`config.mk`:
```
export PLATFORM = sky130hd
export DESIGN_NAME = mac_split_acc
export DESIGN_NICKNAME = d
export VERILOG_FILES = /design/src/rtl/mac_pkg.sv /design/src/rtl/mac_rst_sync.sv /design/src/rtl/mac_mult.sv /design/src/rtl/mac_add.sv /design/src/rtl/mac_ctrl.sv /design/src/rtl/mac_split_acc.sv
export SDC_FILE = /design/constraint.sdc
export NUM_CORES = 2
export LEC_CHECK = 0
export ABC_AREA = 1
export CAP_MARGIN = 10
export CORE_UTILIZATION = 60
export CTS_CLUSTER_DIAMETER = 60
export DETAILED_ROUTE_END_ITERATION = 12
export PLACE_DENSITY_LB_ADDON = 0.05
export SLEW_MARGIN = 40
export SYNTH_ARGS = -nofsm -noshare
export SYNTH_HDL_FRONTEND = slang
export SYNTH_HIERARCHICAL = 1
export SYNTH_SLANG_ARGS = --single-unit
```
`constraint.sdc`:
```
create_clock -name clk -period 21.8 [get_ports clk]
set_input_delay 4.36 -clock clk [delete_from_list [all_inputs] [get_ports clk]]
set_output_delay 4.36 -clock clk [all_outputs]
set_load 0.01 [all_outputs]
```
`src/rtl/mac_pkg.sv`:
```
package mac_pkg;
  typedef enum logic [1:0] {
    ST_IDLE = 2'd0,
    ST_MUL  = 2'd1,
    ST_LOW  = 2'd2,
    ST_HIGH = 2'd3
  } mac_state_e;
endpackage

```
`src/rtl/mac_rst_sync.sv`:
```
module mac_rst_sync #(
  parameter int STAGES = 2
) (
  input  logic clk,
  input  logic rst_n,
  output logic rst_sync_n
);
  logic [STAGES-1:0] sync_q;

  always_ff @(posedge clk or negedge rst_n) begin
    if (!rst_n) sync_q <= '0;
    else        sync_q <= {sync_q[STAGES-2:0], 1'b1};
  end

  assign rst_sync_n = sync_q[STAGES-1];
endmodule

```
`src/rtl/mac_mult.sv`:
```
module mac_mult #(
  parameter int W = 32
) (
  input  logic           is_signed,
  input  logic [W-1:0]   a,
  input  logic [W-1:0]   b,
  output logic [2*W-1:0] prod
);
  localparam int PW = 2 * W;
  logic [PW-1:0] a_ext;
  logic [PW-1:0] b_ext;
  logic [PW-1:0] full;

  always_comb begin
    a_ext = {{W{is_signed & a[W-1]}}, a};
    b_ext = {{W{is_signed & b[W-1]}}, b};
    full  = a_ext * b_ext;
    prod  = full;
  end
endmodule

```
`src/rtl/mac_add.sv`:
```
module mac_add #(
  parameter int W = 32
) (
  input  logic [W-1:0] a,
  input  logic [W-1:0] b,
  input  logic         cin,
  output logic [W-1:0] sum,
  output logic         cout,
  output logic         sovf
);
  logic [W:0] wide;

  always_comb begin
    wide = {1'b0, a} + {1'b0, b} + {{W{1'b0}}, cin};
    sum  = wide[W-1:0];
    cout = wide[W];
    sovf = (a[W-1] == b[W-1]) && (wide[W-1] != a[W-1]);
  end
endmodule

```
`src/rtl/mac_ctrl.sv`:
```
module mac_ctrl
  import mac_pkg::*;
(
  input  logic clk,
  input  logic rst_n,
  input  logic in_valid,
  input  logic clr,
  output logic in_ready,
  output logic ld_ops,
  output logic ld_prod,
  output logic ld_low,
  output logic ld_high
);
  mac_state_e state_q;
  mac_state_e state_d;

  always_comb begin
    state_d = state_q;
    if (clr) begin
      state_d = ST_IDLE;
    end else begin
      unique case (state_q)
        ST_IDLE: if (in_valid) state_d = ST_MUL;
        ST_MUL:  state_d = ST_LOW;
        ST_LOW:  state_d = ST_HIGH;
        ST_HIGH: state_d = ST_IDLE;
        default: state_d = ST_IDLE;
      endcase
    end
  end

  always_ff @(posedge clk or negedge rst_n) begin
    if (!rst_n) state_q <= ST_IDLE;
    else        state_q <= state_d;
  end

  always_comb begin
    in_ready = (state_q == ST_IDLE);
    ld_ops   = in_ready && in_valid && !clr;
    ld_prod  = (state_q == ST_MUL)  && !clr;
    ld_low   = (state_q == ST_LOW)  && !clr;
    ld_high  = (state_q == ST_HIGH) && !clr;
  end

  // an accepted operand closes the handshake on the next cycle
  p_accept_busy_r2: assert property (@(posedge clk) disable iff (!rst_n)
    ld_ops |=> !in_ready);

  // write-back strobe exactly three edges after acceptance
  p_latency_r10: assert property (@(posedge clk) disable iff (!rst_n || clr)
    ld_ops |=> ##2 ld_high);
endmodule

```
`src/rtl/mac_split_acc.sv`:
```
module mac_split_acc #(
  parameter int W = 32
) (
  input  logic         clk,
  input  logic         rst_n,
  input  logic         in_valid,
  output logic         in_ready,
  input  logic [W-1:0] in_a,
  input  logic [W-1:0] in_b,
  input  logic         in_signed,
  input  logic         clr,
  output logic         res_valid,
  output logic [W-1:0] acc_lo,
  output logic [W-1:0] acc_hi,
  output logic         acc_ovf
);
  localparam int PW = 2 * W;

  logic          rst_i_n;
  logic          ld_ops, ld_prod, ld_low, ld_high;
  logic [W-1:0]  opa_q, opb_q;
  logic          mode_q;
  logic [PW-1:0] prod_d, prod_q;
  logic [W-1:0]  lo_sum_d, lo_sum_q;
  logic          lo_cy_d, lo_cy_q;
  logic [W-1:0]  hi_sum_d;
  logic          hi_cy_d, hi_sov_d;
  logic [W-1:0]  acc_lo_q, acc_hi_q;
  logic          ovf_q, vld_q;
  logic [W-1:0]  acc_lo_d, acc_hi_d;
  logic          ovf_d, vld_d;
  logic          wrap_now;

  mac_rst_sync #(.STAGES(2)) u_rst (
    .clk(clk), .rst_n(rst_n), .rst_sync_n(rst_i_n)
  );

  mac_ctrl u_ctrl (
    .clk(clk), .rst_n(rst_i_n), .in_valid(in_valid), .clr(clr),
    .in_ready(in_ready), .ld_ops(ld_ops), .ld_prod(ld_prod),
    .ld_low(ld_low), .ld_high(ld_high)
  );

  mac_mult #(.W(W)) u_mult (
    .is_signed(mode_q), .a(opa_q), .b(opb_q), .prod(prod_d)
  );

  mac_add #(.W(W)) u_add_lo (
    .a(acc_lo_q), .b(prod_q[W-1:0]), .cin(1'b0),
    .sum(lo_sum_d), .cout(lo_cy_d), .sovf()
  );

  mac_add #(.W(W)) u_add_hi (
    .a(acc_hi_q), .b(prod_q[PW-1:W]), .cin(lo_cy_q),
    .sum(hi_sum_d), .cout(hi_cy_d), .sovf(hi_sov_d)
  );

  // operand capture
  always_ff @(posedge clk or negedge rst_i_n) begin
    if (!rst_i_n) begin
      opa_q  <= '0;
      opb_q  <= '0;
      mode_q <= 1'b0;
    end else if (ld_ops) begin
      opa_q  <= in_a;
      opb_q  <= in_b;
      mode_q <= in_signed;
    end
  end

  // product stage
  always_ff @(posedge clk or negedge rst_i_n) begin
    if (!rst_i_n)     prod_q <= '0;
    else if (ld_prod) prod_q <= prod_d;
  end

  // low-word stage with carry capture
  always_ff @(posedge clk or negedge rst_i_n) begin
    if (!rst_i_n) begin
      lo_sum_q <= '0;
      lo_cy_q  <= 1'b0;
    end else if (ld_low) begin
      lo_sum_q <= lo_sum_d;
      lo_cy_q  <= lo_cy_d;
    end
  end

  // accumulator next state
  always_comb begin
    wrap_now = mode_q ? hi_sov_d : hi_cy_d;
    acc_lo_d = acc_lo_q;
    acc_hi_d = acc_hi_q;
    ovf_d    = ovf_q;
    vld_d    = 1'b0;
    if (clr) begin
      acc_lo_d = '0;
      acc_hi_d = '0;
      ovf_d    = 1'b0;
    end else if (ld_high) begin
      acc_lo_d = lo_sum_q;
      acc_hi_d = hi_sum_d;
      ovf_d    = ovf_q | wrap_now;
      vld_d    = 1'b1;
    end
  end

  always_ff @(posedge clk or negedge rst_i_n) begin
    if (!rst_i_n) begin
      acc_lo_q <= '0;
      acc_hi_q <= '0;
      ovf_q    <= 1'b0;
      vld_q    <= 1'b0;
    end else begin
      acc_lo_q <= acc_lo_d;
      acc_hi_q <= acc_hi_d;
      ovf_q    <= ovf_d;
      vld_q    <= vld_d;
    end
  end

  assign acc_lo    = acc_lo_q;
  assign acc_hi    = acc_hi_q;
  assign acc_ovf   = ovf_q;
  assign res_valid = vld_q;

  // the flag only falls through a clear
  p_sticky_r8: assert property (@(posedge clk) disable iff (!rst_i_n)
    (acc_ovf && !clr) |=> acc_ovf);

  // clear empties the accumulator and suppresses any result pulse
  p_clear_r9: assert property (@(posedge clk) disable iff (!rst_i_n)
    clr |=> (acc_lo == '0 && acc_hi == '0 && !acc_ovf && !res_valid));

  // accumulator holds outside the write-back edge
  p_hold_r10: assert property (@(posedge clk) disable iff (!rst_i_n)
    (!clr && !ld_high) |=> ($stable(acc_lo) && $stable(acc_hi)));
endmodule

```
==> flow_metrics.py <==
metrics = {
    "clocking": {
        "cts_hold_repair.buffers": 0,
        "ctsRootBufferMaster": "clkbuf_16",
        "clockBufferDepth": 3,
        "cts_tree": "built",
        "post_cts_resized": 0,
        "post_cts_buffers": 0,
        "clkTransAtPathRegs_ns": 0.06,
        "htree_levels": 2,
        "numCtsBuffers": 36,
        "clk-insertion-delay-late_ns": 0.57,
        "cts_num_sinks": 232,
    },
    "route": {
        "drt-initial-drc-count": 3557,
        "drt-pass1-iter-count": 8,
        "ant_nets": 0,
        "num_vias": 42600,
        "wl_per_cell_microns": 20.0,
        "route.detailed.drc": 0,
        "viasPerCell": 5.39,
        "wl_microns": 158000,
    },
    "run_status": {
        "outcome": "completed",
    },
    "critical_path": {
        "crit_slowest_cell": "fa_2",
        "r2r-end": "prod_q[60]$_DFFE_PN0P_",
        "critPathMaxStageDelay_ns": 0.89,
        "ff2ff_path_depth": 29,
        "path_class": "flop to flop",
        "cp_max_fo": 35,
        "startpoint_type": "flop",
        "critPathRequiredTime_ns": 22.22,
        "endpoint_kind": "flop",
        "rrSetupSlack_ns": 13.03,
        "r2r-start": "opa_q[31]$_DFFE_PN0P_",
        "crit_arrival_ns": 9.19,
    },
    "yosys": {
        "syn_avg_cell_area_sq_um": 7.83,
        "yosys_warnings": 6,
        "syn_inst": 6784,
        "syn-num-nets": 8260,
        "syn-cell-area_sq_um": 53100,
    },
    "sta": {
        "finalSetupTns_ns": 0,
        "min_period_ns": 8.77,
        "timing.fmax_mhz": 114,
        "period_share_pct": 40.2,
        "worst_slew_pin_slew_ns": 0.751,
        "final_max_slew_viol_count": 0,
        "rsz0062_at_grt": "false",
        "slew_headroom_pct": 49.9,
        "setup_viol": 0,
        "finalHoldViolCount": 0,
        "skew_ns": 0.0277,
    },
    "floorplanning": {
        "die_area_sq_um": 89700,
        "ios": 136,
        "die_w_microns": 300,
        "core.rowCount": 108,
        "floorplan.initialDensity_pct": 60.9,
        "die_h_microns": 300,
        "coreArea_sq_um": 87200,
    },
    "cells_and_area": {
        "area_delta_synth_final_pct": 6.41,
        "multi_input_area_sq_um": 39000,
        "fillers": 7746,
        "seqCellArea_sq_um": 5840,
        "finish.net_count": 8200,
        "drive_gt1_share_pct": 3.91,
        "antennaDiodeCount": 0,
    },
    "grt": {
        "grt_max_degree": 107,
        "antenna_found_initial": 3,
        "grt_use_total_pct": 36.5,
        "grt_overflow_total": 0,
        "grt_pass1_vias": 44600,
        "grt_pass1_wl_microns": 251000,
    },
    "placed_design": {
        "port_buffers": 135,
        "gp_congestion": 1.05,
        "hpwl_microns": 126000,
    },
    "job": {
        "max_cap_violations": 0,
    },
    "worst_hold_path": {
        "hold_path.class": "flop to asynchronous set/reset pin",
    },
}
[metrics by stage]
stage | util (%) | cell area [sq um] | hold slack [ns] | std cells | setup slack, ns
6_report | 64.8 | 56500 | 0.215 | 7906 | 13.03
4_1_cts | 64.8 | 56500 | 0.343 | 7905 | 12.84
3_3_place_gp | 63.3 | 55200 | 0.338 | 7838 | 12.97
2_1_floorplan | - | 53100 | 0.331 | 6784 | 14.20
3_5_place_dp | 63.4 | 55300 | 0.340 | 7840 | 12.84
5_1_grt | 64.8 | 56500 | 0.243 | 7906 | 12.59
[placed cells by master (no fill, tap or decap), types with 9 or more instances in the layout]
| cell type | n |
|---|---|
| dfrtp_2 | 11 |
| dfrtp_1 | 215 |
| clkdlybuf4s50_1 | 135 |
| a21o_1 | 10 |
| fa_1 | 1128 |
| xnor2_1 | 12 |
| nor3_1 | 16 |
| o21ai_0 | 257 |
| buf_4 | 68 |
| inv_1 | 1874 |
| nor2_1 | 277 |
| xor2_1 | 83 |
| o21bai_1 | 22 |
| nand4_1 | 21 |
| a21oi_1 | 137 |
| nand2_2 | 49 |
| nand3_1 | 107 |
| o21ai_1 | 14 |
| nand3b_1 | 9 |
| nor2_2 | 19 |
| ha_1 | 278 |
| nand2_1 | 1857 |
| clkbuf_16 | 36 |
| inv_2 | 9 |
| a31oi_1 | 10 |
[sequential cells by signal, summed over array words and instances (netlist names), 2 cells and up]
name and cells:
acc_hi 32, acc_lo 32, lo_sum_q 32, opa_q 32
opb_q 32, prod_q 64, u_ctrl/state_q 2, u_rst/sync_q 2
[final cells by class]
| type | count | share of cell area, % |
|---|---|---|
| sequential | 232 | 10.3 |
| clock inverter | 19 | 0.438 |
| tap | 1155 | 2.56 |
| clock buffer | 46 | 1.70 |
| timing repair buffer | 210 | 3.49 |
| inverter | 1883 | 12.5 |
| multi-input combinational | 4361 | 69.0 |
[critical path, delay by kind of cell (launching register included)]
family	cells	cell delay (ns)
AOI/OAI and AO/OA	5	1.08
and+or+nand+nor	6	0.51
DFF	1	0.31
buffers and inverters	9	1.77
adders and majority gates	9	4.95
[per-layer routing]
layer / part of all wire (%) / track usage, % / up-vias
met1: 42 / 51.2 / 21300
met5: 0 / 0 / -
met4: 3.2 / 10.8 / 0
met3: 8.6 / 5.74 / 305
met2: 46 / 58.8 / 1858
li1: - / - / 19100
[how the worst max path moves through the flow]
stage / startpoint / end / slack (ns) / cells after the start
final: opa_q[31]$_DFFE_PN0P_ / prod_q[60]$_DFFE_PN0P_ / 13.03 / 29
after CTS: opa_q[31]$_DFFE_PN0P_ / prod_q[60]$_DFFE_PN0P_ / 12.84 / 29
after detailed placement: opa_q[31]$_DFFE_PN0P_ / prod_q[60]$_DFFE_PN0P_ / 12.84 / 29
after global routing: opa_q[31]$_DFFE_PN0P_ / prod_q[60]$_DFFE_PN0P_ / 12.59 / 29
after global placement: opa_q[31]$_DFFE_PN0P_ / prod_q[60]$_DFFE_PN0P_ / 12.97 / 29
after floorplan: opa_q[31]$_DFFE_PN0P_ / prod_q[59]$_DFFE_PN0P_ / 14.20 / 32
Power is not shown: default switching activity piles up to over one toggle a cycle in this logic, so the estimate is an artifact.
